--- src/rtl/tam_pkg.sv ---
package tam_pkg;
  // encoding is {q_sel, par_sel}
  typedef enum logic [1:0] {
    GRP_EVEN_Q1 = 2'b00,
    GRP_ODD_Q1  = 2'b01,
    GRP_EVEN_Q2 = 2'b10,
    GRP_ODD_Q2  = 2'b11
  } grp_e;

  localparam int unsigned NUM_GRP = 4;
endpackage

--- src/rtl/tam_group_dec.sv ---
module tam_group_dec
  import tam_pkg::*;
(
  input  logic                 wr_i,
  input  logic                 q_sel_i,
  input  logic                 par_sel_i,
  output logic [NUM_GRP-1:0]   grp_wr_o
);
  grp_e grp;
  assign grp = grp_e'({q_sel_i, par_sel_i});

  always_comb begin
    grp_wr_o = '0;
    if (wr_i) grp_wr_o[grp] = 1'b1;
  end
endmodule

--- src/rtl/tam_strobe_edge.sv ---
module tam_strobe_edge (
  input  logic clk_i,
  input  logic rst_ni,
  input  logic strobe_i,
  output logic rise_o
);
  logic strobe_q;

  always_ff @(posedge clk_i or negedge rst_ni) begin
    if (!rst_ni) strobe_q <= 1'b0;
    else         strobe_q <= strobe_i;
  end

  assign rise_o = strobe_i & ~strobe_q;
endmodule

--- src/rtl/tam_lock.sv ---
module tam_lock (
  input  logic clk_i,
  input  logic rst_ni,
  input  logic set_i,
  output logic locked_o,
  output logic active_o
);
  always_ff @(posedge clk_i or negedge rst_ni) begin
    if (!rst_ni)    locked_o <= 1'b0;
    else if (set_i) locked_o <= 1'b1;
  end

  // set acts in its own cycle
  assign active_o = locked_o | set_i;
endmodule

--- src/rtl/tam_cell_pair.sv ---
module tam_cell_pair
  import tam_pkg::*;
(
  input  logic               clk_i,
  input  logic               rst_ni,
  input  logic               pin_odd_i,
  input  logic [NUM_GRP-1:0] grp_wr_i,
  input  logic               func_en_i,
  input  logic [1:0]         d1_i,
  input  logic [1:0]         d2_i,
  output logic [1:0]         q1_o,
  output logic [1:0]         q2_o
);
  // index 0 = even cell, 1 = odd cell
  always_ff @(posedge clk_i or negedge rst_ni) begin
    if (!rst_ni) begin
      q1_o <= '0;
      q2_o <= '0;
    end else if (func_en_i) begin
      q1_o <= d1_i;
      q2_o <= d2_i;
    end else begin
      if (grp_wr_i[GRP_EVEN_Q1]) q1_o[0] <= pin_odd_i;
      if (grp_wr_i[GRP_ODD_Q1])  q1_o[1] <= pin_odd_i;
      if (grp_wr_i[GRP_EVEN_Q2]) q2_o[0] <= pin_odd_i;
      if (grp_wr_i[GRP_ODD_Q2])  q2_o[1] <= pin_odd_i;
    end
  end
endmodule

--- src/rtl/tam_preload_ctrl.sv ---
module tam_preload_ctrl
  import tam_pkg::*;
#(
  parameter int unsigned N_CELLS = 24
) (
  input  logic               clk_i,
  input  logic               rst_ni,
  input  logic               preload_req_i,
  input  logic               observe_req_i,
  input  logic               strobe_i,
  input  logic               q_sel_i,
  input  logic               par_sel_i,
  input  logic               lock_set_i,
  input  logic [N_CELLS-1:0] pin_i,
  input  logic               func_en_i,
  input  logic [N_CELLS-1:0] d1_i,
  input  logic [N_CELLS-1:0] d2_i,
  input  logic [N_CELLS-1:0] comb_sel_i,
  input  logic [N_CELLS-1:0] comb_i,
  input  logic [N_CELLS-1:0] inv_i,
  input  logic [N_CELLS-1:0] oe_i,
  output logic [N_CELLS-1:0] out_o,
  output logic [N_CELLS-1:0] out_en_o,
  output logic [N_CELLS-1:0] q1_fb_o,
  output logic [N_CELLS-1:0] q2_fb_o,
  output logic               lock_o
);
  localparam int unsigned N_PAIRS = N_CELLS / 2;

  logic               rise;
  logic               lock_active;
  logic               wr;
  logic               func_ok;
  logic               obs_on;
  logic [NUM_GRP-1:0] grp_wr;

  tam_strobe_edge i_edge (
    .clk_i    (clk_i),
    .rst_ni   (rst_ni),
    .strobe_i (strobe_i),
    .rise_o   (rise)
  );

  tam_lock i_lock (
    .clk_i    (clk_i),
    .rst_ni   (rst_ni),
    .set_i    (lock_set_i),
    .locked_o (lock_o),
    .active_o (lock_active)
  );

  assign wr      = rise & preload_req_i & ~lock_active;
  assign func_ok = func_en_i & ~preload_req_i;
  assign obs_on  = observe_req_i & ~lock_active;

  tam_group_dec i_dec (
    .wr_i      (wr),
    .q_sel_i   (q_sel_i),
    .par_sel_i (par_sel_i),
    .grp_wr_o  (grp_wr)
  );

  for (genvar k = 0; k < N_PAIRS; k++) begin : g_pair
    tam_cell_pair i_pair (
      .clk_i     (clk_i),
      .rst_ni    (rst_ni),
      .pin_odd_i (pin_i[2*k+1]),
      .grp_wr_i  (grp_wr),
      .func_en_i (func_ok),
      .d1_i      (d1_i[2*k+:2]),
      .d2_i      (d2_i[2*k+:2]),
      .q1_o      (q1_fb_o[2*k+:2]),
      .q2_o      (q2_fb_o[2*k+:2])
    );
  end

  for (genvar i = 0; i < N_CELLS; i++) begin : g_out
    logic norm;
    assign norm        = (comb_sel_i[i] ? comb_i[i] : q1_fb_o[i]) ^ inv_i[i];
    assign out_o[i]    = (obs_on & oe_i[i]) ? q2_fb_o[i] : norm;
    assign out_en_o[i] = oe_i[i];
  end
endmodule

--- config.mk ---
export PLATFORM = sky130hd
export DESIGN_NAME = tam_preload_ctrl
export DESIGN_NICKNAME = d
export VERILOG_FILES = /design/src/rtl/tam_pkg.sv /design/src/rtl/tam_group_dec.sv /design/src/rtl/tam_strobe_edge.sv /design/src/rtl/tam_lock.sv /design/src/rtl/tam_cell_pair.sv /design/src/rtl/tam_preload_ctrl.sv
export SDC_FILE = /design/constraint.sdc
export NUM_CORES = 1
export LEC_CHECK = 0
export ABC_AREA = 1
export BUFFER_PORTS_ARGS = -buffer_cell sky130_fd_sc_hd__buf_4
export CAP_MARGIN = 30
export CORE_AREA = 2 2 105 107
export CTS_BUF_LIST = sky130_fd_sc_hd__clkbuf_16
export DETAILED_ROUTE_END_ITERATION = 8
export DIE_AREA = 0 0 107 109
export GPL_TIMING_DRIVEN = 0
export PLACE_DENSITY = 0.8
export SLEW_MARGIN = 25
export SYNTH_ARGS = -nofsm -noshare
export SYNTH_HDL_FRONTEND = slang
export SYNTH_SLANG_ARGS = --single-unit
--- constraint.sdc ---
create_clock -name clk_i -period 3.5 [get_ports clk_i]
set_input_delay 0.175 -clock clk_i [delete_from_list [all_inputs] [get_ports clk_i]]
set_output_delay 0.175 -clock clk_i [all_outputs]
set_load 0.03 [all_outputs]
Word level (Yosys, flattened, before mapping)
Cells that the tools add are included.
- flip-flop bits (word level): 50
- bits in latches: 0
- bits in writable memories: 0
- bits in read-only memories: 0
- input port bits: 177
- output and inout bits: 97
- word-level logic and storage cells: 237
- memories: 0
- $add $sub $neg: 0
- $mul: 0
- divide/modulo/power cells: 0
- $lt $le $gt $ge: 2
- equal/unequal tests: 0
- shifts and indexed selects: 0
- multiplexer cells: 123
- bitwise operators: 57
- reduce and logical (&&, ||, !) cells: 5
- operators by type and width (operator ; count):
    $mux W1 ; 97
    $mux W2 ; 24
    $and A1 B1 Y1 ; 29
    $xor A1 B1 Y1 ; 24
    $reduce_bool A2 Y1 ; 4
    $mux W4 ; 1
    $lt A2 B3 Y1 const B ; 1
    $not A1 Y1 ; 3
    $demux W1 S2 ; 1
    $ge A2 B1 Y1 const B ; 1
    $logic_and A1 B1 Y1 ; 1
    $or A1 B1 Y1 ; 1

Depth between registers and ports, before layout
Gate-level depths: netlist (run 1).
- depth after elaboration: 7
- mapped depth: 8
- gate-level depth less buffers: 7

Modules after synthesis
Synthesis (run 1) repeated with hierarchy kept, for this count alone.
- cell total of the unflattened synthesis: 723
- area total of the unflattened synthesis: 4194.0 µm²
- modules (own cells, without submodules) (module ; instances ; cells an instance ; area each (µm²) ; seq. area each (µm²)):
    tam_cell_pair ; 12 ; 26 ; 200.2 ; 100.1
    tam_preload_ctrl ; 1 ; 395 ; 1686.6 ; 0.0
    tam_lock ; 1 ; 5 ; 40.0 ; 25.0
    tam_strobe_edge ; 1 ; 3 ; 35.0 ; 25.0
    tam_group_dec ; 1 ; 8 ; 30.0 ; 0.0

Worst setup path before layout (run 1)
OpenSTA, ideal clock, no wires.
- kind: flip-flop to output port
- from: register i_lock.locked_o
- to: output port out_o[0]
- arrival: 1.329 ns
- required time: 3.325 ns
- path slack: 1.996 ns
- stages on the path, launching flop included: 8
- buffers on the path: 2
- cell sequence: dfrtp_1 inv_2 nand2_2 nor2_2 buf_4 buf_4 nand3_1 nand2_1
- word-level cells in the longest chain between the ends: 5
- RTL lines (what ; line ; source):
    start: declaration ; tam_lock.sv:5 ; output logic locked_o,
    start signal: assignment ; tam_lock.sv:9 ; if (!rst_ni) locked_o <= 1'b0;
    start signal: assignment ; tam_lock.sv:10 ; else if (set_i) locked_o <= 1'b1;
    $or A1 B1 Y1 ; tam_lock.sv:14 ; assign active_o = locked_o | set_i;
    $not A1 Y1 ; tam_preload_ctrl.sv:54 ; assign obs_on = observe_req_i & ~lock_active;
    $and A1 B1 Y1 ; tam_preload_ctrl.sv:54 ;
    $and A1 B1 Y1 ; tam_preload_ctrl.sv:80 ; assign out_o[i] = (obs_on & oe_i[i]) ? q2_fb_o[i] : norm;
    $mux W1 ; tam_preload_ctrl.sv:80 ;
    end: declaration ; tam_preload_ctrl.sv:22 ; output logic [N_CELLS-1:0] out_o,
Every way passes these cells.

Worst setup path in the final report (run 1)
- from: register i_lock.locked_o
- to: output port out_o[23]
Same word-level chain as after synthesis.

==> impl_results.md, run 1 <==
- Outcome: finished, final reports clean
- Vias per inst: 4.81
- Period utilization: 0.548
- Leak pwr: 3.67 nW
- Post-CTS setup buffer count: 0
- Fmax: 521 MHz
- Power consumption: 2.23 mW
- Post-synthesis sequential area ratio: 0.317
- Slew margin rel.: 0.559
- Yosys top cell area share: 0.317
- RSZ-0062 raised after global routing: no
- Final ANT Viol Nets: 0
- Rows: 38
- Syn_nets: 821
- Clock skew: 7.97 ps
- Clk_lat worst skew: 290 ps
- Crit end category: primary output
- DRC violations left: 0
- Max_cap viols: 0
- First-pass GRT wire length: 23,000 um
- Post-DP HPWL: 11,900 um
- Antenna Cells: 0
- Worst Path Buf+Inv: 4
- Top cells by area, synth: dfrtp_1 32%, nand2_1 29%, nand3_1 15%, buf_4 6.3%, inv_1 5.0%
- I/O Pins: 274
- Critical path, cell by cell: inv_2 > nand2_2 > nor2_2 > buf_4 > buf_4 > nand3_1 > nand2_1 > buf_4
- DRT met1 WL: 6340 um
- Die area: 11,700 um^2
- Routability cong.: 0.831
- Delay-heaviest family, CP: buffers and inverters
- VDD IR max: 0.277 mV
- Crit. Startpoint: i_lock.locked_o
- CTS tree: built
- Width of the die: 107 um
- Hold Crit Start: lock_set_i
- Crit Path Max Fanout: 10
- DR WL/cell: 14.4 um
- Root Driver: clkbuf_16
- Worst flop-to-flop path startpoint: i_lock.locked_o
- Die H: 109 um
- Worst-Margin Slew: 662 ps
- Synth Instances: 644
- Largest net degree at the start of global routing: 51
- Met2 WL: 7680 um
- Routed wire length: 15,200 um
- Syn_area_per_cell: 6.14 um^2
- Final Setup Violations: 0
- Uppermost layer routed: met4
- Starting DRT DRC Count: 325
- Yosys reg bits: 50
- TritonRoute pass-1 iters: 5
- Grt ovf: 0
- Synth area leader: dfrtp_1
- Worst path max stage delay: 390 ps
- Initial core utilization: 0.373
- Synth unique cells: 16
- Syn. warnings: 0
- Clk sink count: 50
- Share of cells above drive strength 1: 0.358
- Critical path launch point type: flip-flop
- Vias: 5,075
- Total core area: 10,600 um^2
- Most frequent CP cell: buf_4
- Fin. Hold Viols: 0
- Gr usage total: 0.252
- Worst Path Arrival: 1740 ps
- Vias in the first global route: 4,602
- IO Port Bufs: 261
- Pins over their slew limit: 0
- CTS Buf Count: 5
- Clk buf depth: 2
- Initial antenna violation count: 0
- Post-Route Setup TNS: 0 ps
- PwrDens: 355 nW/um^2
- Nets@finish: 1,091
- Syn Std Cell Area: 3950 um^2
- Worst EP required: 3320 ps
- P&R area growth vs syn: 58.7%
- Met3 routed WL: 1040 um
- Final setup margin: 1580 ps
- Setup CP Type: reg2out
- CP max-delay cell: dfrtp_1
- Setup slack at placement: 1870 ps
- H-Tree Level Count: 2
- Final worst path period need: 1920 ps
- Hold crit path type: in2reg
- Clock slew at reported path FFs: 70 ps
## stage by stage
stage | hold WS [ps] | cells | util | instance area [um^2]
finish | 120 | 1055 | 0.591 | 6270
global route | 132 | 1055 | 0.591 | 6270
CTS | 111 | 1055 | 0.591 | 6270
detailed placement | 250 | 1045 | 0.574 | 6090
global placement | 247 | 1045 | 0.574 | 6090
floorplan | -121 | 644 | - | 3950
## final cells by class
cell class	instances	area, um^2
inverters	56	210
clock buffers	5	125
plain buffers	53	373
well taps	140	175
multi-input cells	485	2120
clock inverters	3	40.0
flip-flops and latches	50	1250
repair buffers	263	1980
fillers	1041	4330
## placed cells by master, fill, tap and decap left out
cell type | synthesis | layout
buf_1 | 3 | 3
buf_2 | 10 | 10
buf_4 | 33 | 294
buf_6 | 5 | 5
bufinv_16 | 0 | 1
clkbuf_1 | 2 | 2
clkbuf_16 | 0 | 5
clkinv_2 | 0 | 2
dfrtp_1 | 50 | 50
dlygate4sd3_1 | 0 | 2
inv_1 | 53 | 53
inv_2 | 3 | 3
nand2_1 | 305 | 305
nand2_2 | 5 | 5
nand2_4 | 1 | 1
nand3_1 | 121 | 121
nor2_1 | 3 | 3
nor2_2 | 2 | 2
o211ai_1 | 24 | 24
o21ai_0 | 24 | 24
## Yosys cell counts
| cell type | instances |
|---|---|
| clkbuf_1 | 2 |
| nand3_1 | 121 |
| buf_1 | 3 |
| dfrtp_1 | 50 |
| o211ai_1 | 24 |
| inv_1 | 53 |
| buf_4 | 33 |
| nor2_2 | 2 |
| nand2_1 | 305 |
| buf_6 | 5 |
| nand2_4 | 1 |
| nand2_2 | 5 |
| inv_2 | 3 |
| o21ai_0 | 24 |
| nor2_1 | 3 |
| buf_2 | 10 |
## where the power goes
group	leakage (nW)	internal, mW	total, mW	switching (mW)
sequential	0.620	0.655	0.729	0.0739
combinational	2.97	0.403	0.954	0.551
clock	0.0836	0.335	0.546	0.211
## registers in the layout, indices dropped and copies added, names as in the netlist
| name | cells |
|---|---|
| i_edge.strobe_q | 1 |
| g_pair.i_pair.q1_o | 24 |
| i_lock.locked_o | 1 |
| g_pair.i_pair.q2_o | 24 |
## worst min-delay path: stages
cell	delay [ps]
buf_4	80
inv_2	30
nand2_2	80
## worst paths after layout
kind                                             endpoint  slack, ps  depth (start not counted)
worst max-delay path                            out_o[23]       1580                          8
worst min-delay path                      i_lock.locked_o        120                          3
worst max register to register  g_pair[10].i_pair.q2_o[0]       2100                          7
worst min register to register            i_lock.locked_o        530                          2
max in group asynchronous        g_pair[1].i_pair.q1_o[1]       2580                          2
min in group asynchronous       g_pair[11].i_pair.q2_o[0]        460                          2
## cell families (layout without fill, tap and decap cells)
| family | after synthesis | count (layout) | synth area share |
|---|---|---|---|
| buffers and inverters | 109 | 380 | 0.148 |
| flip-flops | 50 | 50 | 0.317 |
| AND/OR/NAND/NOR | 437 | 437 | 0.460 |
| AO/OA/AOI/OAI | 48 | 48 | 0.0760 |
## what timing repair did
item	in CTS	in global routing
hold buffers	2	0
endpoints found under the hold margin	51	0
resized for setup	0	0
## metal layers
layer,up-vias,track usage
met4,0,0.0464
met3,10,0.0353
met2,204,0.452
met5,-,0
li1,2573,-
met1,2288,0.325
Power figures use the tool's default switching activity.
==> run 2: changes to the inputs <==
--- a/config.mk
+++ b/config.mk
@@ -5,7 +5,7 @@
 export SDC_FILE = /design/constraint.sdc
 export NUM_CORES = 1
 export LEC_CHECK = 0
-export ABC_AREA = 1
+export ABC_AREA = 0
 export BUFFER_PORTS_ARGS = -buffer_cell sky130_fd_sc_hd__buf_4
 export CAP_MARGIN = 30
 export CORE_AREA = 2 2 105 107
@@ -13,7 +13,7 @@
 export DETAILED_ROUTE_END_ITERATION = 8
 export DIE_AREA = 0 0 107 109
 export GPL_TIMING_DRIVEN = 0
-export PLACE_DENSITY = 0.8
+export PLACE_DENSITY = 0.76
 export SLEW_MARGIN = 25
 export SYNTH_ARGS = -nofsm -noshare
 export SYNTH_HDL_FRONTEND = slang
==> constraint.sdc (replaced) <==
create_clock -name clk_i -period 2 [get_ports clk_i]
set_input_delay 0.1 -clock clk_i [delete_from_list [all_inputs] [get_ports clk_i]]
set_output_delay 0.1 -clock clk_i [all_outputs]
set_load 0.03 [all_outputs]
==> run 2 against run 1 <==
  * Via count is 18% lower
  * Critical path depth fell by 2
  * Clock-buffer cell count is the same
  * Total power grew 67%
  * Clock power up 52%
  * Cell area is 6.2% lower
  * Sequential share of layout area up 1.3 points
  * Worst setup slack got worse by 1500 ps
  * Area after synthesis decreased by 10%
==> impl_results.md, run 2 <==
- Outcome: finished, final reports clean
- Die area: 11,700 um^2 (unchanged)
- Worst EP required: 1900 ps (-1420 ps)
- Top cells by area, synth: dfrtp_1 35%, o211ai_1 13%, mux2i_1 6.8%, mux2_2 6.7%, nand2_1 6.2%
- Hold crit path type: in2reg
- Crit Path Max Fanout: 5 (-5)
- Nets@finish: 845 (-23%)
- Final ANT Viol Nets: 0 (unchanged)
- Final setup margin: 75.0 ps (-1510 ps)
- IO Port Bufs: 261 (unchanged)
- P&R area growth vs syn: 66.1%
- Final worst path period need: 1930 ps
- CTS Buf Count: 5 (unchanged)
- Gr usage total: 0.244 (-0.00718)
- CTS tree: built
- Crit end category: primary output
- Yosys top cell area share: 0.353 (+0.0368)
- Hold depth: 3 (unchanged)
- Initial antenna violation count: 0 (unchanged)
- DR WL/cell: 18.1 um (+25%)
- Rows: 38 (unchanged)
- VDD IR max: 0.343 mV (+24%)
- Area post-placement: 5670 um^2 (-6.8%)
- Clk sink count: 50 (unchanged)
- I/O Pins: 274 (unchanged)
- Worst path max stage delay: 450 ps (+60 ps)
- PwrDens: 635 nW/um^2 (+79%)
- Width of the die: 107 um (unchanged)
- Reg-to-reg slack, setup: 190 ps (-1910 ps)
- Yosys reg bits: 50 (unchanged)
- Vias in the first global route: 4,201 (-8.7%)
- Synth unique cells: 32 (+16)
- Async S/R FF share, synth: 1.00 (unchanged)
- Share of cells above drive strength 1: 0.496 (+0.138)
- Post-synth EDFFs: 0 (unchanged)
- Clk_lat worst skew: 290 ps (about the same)
- Syn_area_per_cell: 8.98 um^2 (+46%)
- Critical path, cell by cell: nor3b_4 > buf_4 > buf_6 > nand2_1 > mux2_1 > buf_4
- Setup slack at placement: -51.5 ps (-1920 ps)
- Synth Instances: 394 (-39%)
- Starting DRT DRC Count: 232 (-29%)
- Leak pwr: 2.73 nW (-26%)
- Final Hold Slack: 35.2 ps (-85.1 ps)
- Post-Route Setup TNS: 0 ps (unchanged)
- First-pass GRT wire length: 22,100 um (-4.3%)
- DRC violations left: 0 (unchanged)
- CP max-delay cell: dfrtp_1
- Worst-Margin Slew: 817 ps (+155 ps)
- Routed wire length: 14,600 um (-3.9%)
- Count leader, synth: o211ai_1
- Leading cell type in the layout, fill and taps excluded: buf_4
- Pins over their slew limit: 0 (unchanged)
- H-Tree Level Count: 2 (unchanged)
- Antenna Cells: 0 (unchanged)
- Clock slew at reported path FFs: 70 ps (about the same)
- Worst Path Arrival: 1830 ps (+90 ps)
- Critical path launch point type: flip-flop
- Syn_nets: 571 (-30%)
- Syn. warnings: 0 (unchanged)
- Grt ovf: 0 (unchanged)
- Initial core utilization: 0.334 (-0.0388)
- Slew margin rel.: 0.451 (-0.108)
- Max_cap viols: 0 (unchanged)
- Die H: 109 um (unchanged)
- Routability cong.: 0.865 (+4.1%)
- TritonRoute pass-1 iters: 4 (-1)
- Synth area leader: dfrtp_1
- Clock skew: 4.28 ps (-3.69 ps)
- Vias per inst: 5.17 (+7.6%)
- Fin. Hold Viols: 0 (unchanged)
- Post-synthesis sequential area ratio: 0.353 (+0.0368)
- Fmax: 519 MHz
- Commonest cells after routing, fill and taps aside: 288 x buf_4, 62 x o211ai_1, 58 x nand2_1
- Fill cells: 956 (-8.2%)
- Finished Cell Area: 5880 um^2 (-6.2%)
- Largest registers: g_pair.i_pair.q1_o (24), g_pair.i_pair.q2_o (24)
- Period utilization: 0.963
- Vias: 4,186 (-18%)
- Syn Std Cell Area: 3540 um^2 (-10%)
- Largest net degree at the start of global routing: 51 (unchanged)
- Root Driver: clkbuf_16
- Most frequent CP cell: buf_4
- Total core area: 10,600 um^2 (unchanged)
- RSZ-0062 raised after global routing: no
- Clk buf depth: 2 (unchanged)
- Synth Flop Type: dfrtp_1
- Final Setup Violations: 0 (unchanged)
- Setup CP Type: reg2out
- Post-DP HPWL: 11,500 um (-3.1%)
- R2r worst-path depth: 5 (-2)
- Synth top cells by count: 62 x o211ai_1, 58 x nand2_1, 50 x dfrtp_1
run 2: cell types whose count changed in the layout (fill, tap and decap cells not counted), sizes merged, moves of 6 or more:
cell	previous run	this run
a21oi	0	16
o31a	0	8
nand2	311	58
a31oi	0	6
o211ai	24	62
mux2i	0	24
nor2	5	18
inv	56	6
mux2	0	24
buf	312	304
clkbuf	7	19
nand3	121	10
xnor2	0	24
o21ai	24	17
run 2: area by class of cell:
cell class                      instances  area [um^2]  share of cell area
Buffer                                 53          337              0.0572
Clock buffer                            5          125              0.0213
Clock inverter                          3         12.5             0.00213
Inverter                                5         18.8             0.00319
Multi-Input combinational cell        286         1950               0.332
Sequential cell                        50         1250               0.213
Tap cell                              140          175              0.0298
Timing Repair Buffer                  267         2010               0.342
run 2: final timing paths:
| check | endpoint | startpoint |
|---|---|---|
| worst max register to register | g_pair[8].i_pair.q1_o[1] | i_lock.locked_o |
| worst max-delay path | out_o[12] | i_lock.locked_o |
| max in group asynchronous | g_pair[6].i_pair.q1_o[1] | rst_ni |
| min in group asynchronous | g_pair[3].i_pair.q1_o[0] | rst_ni |
| worst min-delay path | g_pair[11].i_pair.q2_o[0] | d2_i[22] |
| worst min register to register | g_pair[11].i_pair.q1_o[0] | g_pair[11].i_pair.q1_o[0] |
run 2: routing by layer:
layer,track usage,vias up,part of all wire
met5,0,-,0
met4,0.0557,0,0.019
met3,0.0472,20,0.080
met2,0.438,218,0.50
met1,0.305,1992,0.40
li1,-,1956,-
run 2: timing repair:
item / 4_1_cts / 5_1_grt
setup endpoints to repair: 21 / 6
gates cloned: 0 / 1
hold buffers: 2 / 0
hold endpoints to repair: 51 / 0
buffers inserted: 1 / 2
pin swaps: 1 / 1
resized for setup: 4 / 2
run 2: power by group:
part	internal (mW)	total, mW	leakage [nW]	switching (mW)
clock network	0.454	0.829	0.0724	0.375
registers	1.14	1.26	0.591	0.123
logic	0.762	1.65	2.06	0.884
total	2.35	3.73	2.73	1.38
run 2: stage by stage:
stage          power (mW)  instances  utilization
6_report             3.73        809        0.555
3_3_place_gp         2.89        795        0.535
4_1_cts              3.74        806        0.552
3_5_place_dp         2.92        795        0.535
5_1_grt              3.89        809        0.555
2_1_floorplan        2.15        394            -
run 2: cells by family (layout without fill, tap and decap cells):
kind of cell    after synthesis  after routing  synth area share
xor+xnor                     24             24            0.0594
compound gates              112            112             0.216
flops                        50             50             0.353
simple gates                102            102             0.130
mux                          48             48             0.144
buf+inv                      58            333            0.0969
run 2: critical path: cells and delay by family, from the launching register on:
family	cells	cell delay [ps]
simple gates	2	280
buf+inv	3	490
mux	1	320
flops	1	450
==> run 3: changes to the inputs <==
--- a/config.mk
+++ b/config.mk
@@ -8,13 +8,14 @@
 export ABC_AREA = 0
 export BUFFER_PORTS_ARGS = -buffer_cell sky130_fd_sc_hd__buf_4
 export CAP_MARGIN = 30
-export CORE_AREA = 2 2 105 107
+export CORE_AREA = 2 2 107 109
 export CTS_BUF_LIST = sky130_fd_sc_hd__clkbuf_16
 export DETAILED_ROUTE_END_ITERATION = 8
-export DIE_AREA = 0 0 107 109
+export DIE_AREA = 0 0 109 111
 export GPL_TIMING_DRIVEN = 0
-export PLACE_DENSITY = 0.76
+export PLACE_DENSITY = 0.72
 export SLEW_MARGIN = 25
 export SYNTH_ARGS = -nofsm -noshare
 export SYNTH_HDL_FRONTEND = slang
+export SYNTH_HIERARCHICAL = 1
 export SYNTH_SLANG_ARGS = --single-unit
==> run 3 against run 2 <==
  * Area after synthesis decreased by 5.2%
  * Worst hold slack got worse by 9.2 ps
  * Cell area decreased by 1.7%
  * Cell count decreased by 7.8%
  * Clock skew about the same
  * Clock-buffer cell count unchanged
  * Flip-flop and latch count unchanged
  * Utilization decreased by 3.3 points
  * First-iteration DRC count decreased by 67%
  * Largest cell class unchanged
==> impl_results.md, run 3 <==
- Outcome: finished, final reports clean
- DRC violations left: 0 (unchanged)
- DR WL/cell: 14.7 um (-19%)
- Clock slew at reported path FFs: 60 ps (about the same)
- Final Setup Violations: 0 (unchanged)
- Width of the die: 109 um (+1.9%)
- VDD IR max: 0.379 mV (+10%)
- Crit Path Max Fanout: 10 (+5)
- Fmax: 508 MHz (-2.2%)
- Clk buf depth: 2 (unchanged)
- Share of cells above drive strength 1: 0.554 (+0.0576)
- CTS tree: built
- Nets@finish: 781 (-7.6%)
- Sw Share: 0.351 (-0.0187)
- Syn_area_per_cell: 10.2 um^2 (+14%)
- Routability cong.: 0.728 (-16%)
- Post-synthesis sequential area ratio: 0.373 (+0.0195)
- Initial core utilization: 0.303 (-0.0310)
- Grt ovf: 0 (unchanged)
- Initial antenna violation count: 0 (unchanged)
- Synth unique cells: 19 (-41%)
- Power consumption: 3.63 mW (-2.7%)
- Top cells by area, synth: dfrtp_1 37%, mux2i_1 21%, mux2_4 9.0%, nand2_1 7.8%, o21ai_1 7.2%
- Max_cap viols: 0 (unchanged)
- Fill cells: 1,024 (+7.1%)
- Clock skew: 4.70 ps (+0.418 ps)
- Worst-Margin Slew: 712 ps (-106 ps)
- Crit end category: primary output
- Area of the multi-input gates: 1900 um^2 (-2.7%)
- Starting DRT DRC Count: 76 (-67%)
- Die H: 111 um (+1.8%)
- Combinational fraction of design power: 0.440 (about the same)
- Largest net degree at the start of global routing: 51 (unchanged)
- Post-DP HPWL: 8820 um (-23%)
- Leading cell type in the layout, fill and taps excluded: buf_4
- Syn Std Cell Area: 3350 um^2 (-5.2%)
- Seq pwr share: 0.343 (+0.006)
- Synth Flop Type: dfrtp_1
- Vias in the first global route: 3,419 (-19%)
- Count leader, synth: mux2i_1
- Reg area: 1250 um^2 (unchanged)
- DP Cell Count: 735 (-7.5%)
- Gr usage total: 0.174 (-0.0705)
- Final Hold Slack: 26.0 ps (-9.16 ps)
- Post-synth EDFFs: 0 (unchanged)
- Cell-internal power: 2.36 mW (+0.19%)
- Setup CP Type: reg2out
- CTS Buf Count: 5 (unchanged)
- IO Port Bufs: 261 (unchanged)
- Yosys reg bits: 50 (unchanged)
- Largest registers: g_pair.i_pair/q1_o (24), g_pair.i_pair/q2_o (24)
- Routed wire length: 10,900 um (-25%)
- Clk sink count: 50 (unchanged)
- Yosys top cell area share: 0.373 (+0.0195)
- Fin. Hold Viols: 0 (unchanged)
- Rows: 39 (+2.6%)
- Clk_lat worst skew: 280 ps (about the same)
- Clock power frac: 0.217 (-0.005)
- Final ANT Viol Nets: 0 (unchanged)
- Critical path launch point type: flip-flop
- PwrDens: 629 nW/um^2 (-0.97%)
- Net Sw Power: 1.28 mW (-7.6%)
- P&R area growth vs syn: 72.2%
- H-Tree Level Count: 2 (unchanged)
- Root Driver: clkbuf_16
- Commonest cells after routing, fill and taps aside: 286 x buf_4, 72 x mux2i_1, 69 x nand2_1
- Vias per inst: 4.56 (-12%)
- TritonRoute pass-1 iters: 4 (unchanged)
- Leak pwr: 2.79 nW (+2.5%)
- Synth Instances: 328 (-17%)
- Slew margin rel.: 0.524 (+0.0736)
- First-pass GRT wire length: 16,600 um (-25%)
- Synth area leader: dfrtp_1
- Antenna Cells: 0 (unchanged)
- Pins over their slew limit: 0 (unchanged)
- Die area: 12,100 um^2 (+3.7%)
- Worst Path Arrival: 1870 ps (+40 ps)
- Total core area: 11,100 um^2 (+4.5%)
- Syn. warnings: 6 (+6)
- Period utilization: 0.984 (+0.0216)
- Async S/R FF share, synth: 1.00 (unchanged)
- Hold crit path type: in2reg
- Final worst path period need: 1970 ps (+43.2 ps)
- Vias: 3,399 (-19%)
- Synth top cells by count: 72 x mux2i_1, 70 x nand2_1, 50 x dfrtp_1
- Worst EP required: 1900 ps (about the same)
- Non-filler cells, final: 746 (-7.8%)
- Syn_nets: 505 (-12%)
- I/O Pins: 274 (unchanged)
==> run 3: cell families (layout without fill, tap and decap cells) <==
family | count (synthesis) | after routing | share of synthesized area
xor gates and xnor gates | 24 | 24 | 0.0627
buffers and inverters | 27 | 302 | 0.0664
and+or+nand+nor | 83 | 83 | 0.109
muxes | 96 | 96 | 0.318
AOI/OAI and AO/OA | 48 | 48 | 0.0716
DFF | 50 | 50 | 0.373
==> run 3: stage by stage <==
step	utilization	worst slack (ps)	setup TNS (ps)	area, um^2
floorplan	-	34.0	0	3370
global placement	0.497	-234	-5710	5510
detailed placement	0.503	-152	-2840	5580
CTS	0.520	6.70	0	5760
global route	0.522	-22.4	-101	5780
finish	0.522	31.8	0	5780
==> run 3: cell type report <==
cell class              count  share of cell area
plain buffers              27              0.0401
clock inverters             1            0.000650
well taps                 143              0.0310
repair buffers            269               0.361
multi-input cells         251               0.329
clock buffers               5              0.0217
flip-flops and latches     50               0.217
==> run 3: path summary, 6_finish.rpt <==
kind | start | end | slack (ps) | depth (start not counted)
min in group asynchronous | rst_ni | g_pair[7].i_pair/q2_o[0] | 390 | 2
max reg2reg | i_lock/locked_o | g_pair[11].i_pair/q2_o[1] | 150 | 5
max in group asynchronous | rst_ni | g_pair[3].i_pair/q1_o[1] | 1170 | 2
min | lock_set_i | i_lock/locked_o | 30 | 2
max | i_lock/locked_o | out_o[8] | 30 | 7
min reg2reg | i_lock/locked_o | i_lock/locked_o | 580 | 2
==> run 3: layer usage <==
metal  vias to the layer above  GRT usage  routed length (um)
met1                      1568      0.191                3960
met5                         -          0                   0
li1                       1661          -                   -
met4                         0     0.0342                  87
met3                         6     0.0382                1020
met2                       164      0.334                5890
==> run 3: power by group through the flow <==
stage          Sequential, mW  Clock, mW  Combinational (mW)
2_1_floorplan            1.48          0               0.642
3_3_place_gp             1.26          0                1.57
3_5_place_dp             1.26          0                1.61
4_1_cts                  1.25      0.817                1.61
5_1_grt                  1.26      0.850                1.70
6_report                 1.25      0.788                1.60
==> run 3: timing repair <==
item	CTS	global route
setup buffers	1	2
pin swaps	0	0
hold buffers	2	0
gates resized for setup	4	2
gates cloned	0	0
hold endpoints to repair	51	0
endpoints found under the setup margin	32	16
==> run 3: critical path, stage by stage (launching register included) <==
cell	delay [ps]
dfrtp_1	380
or2_1	240
nor2b_2	130
buf_6	140
buf_12	140
nand2_1	80
mux2_4	310
buf_4	170
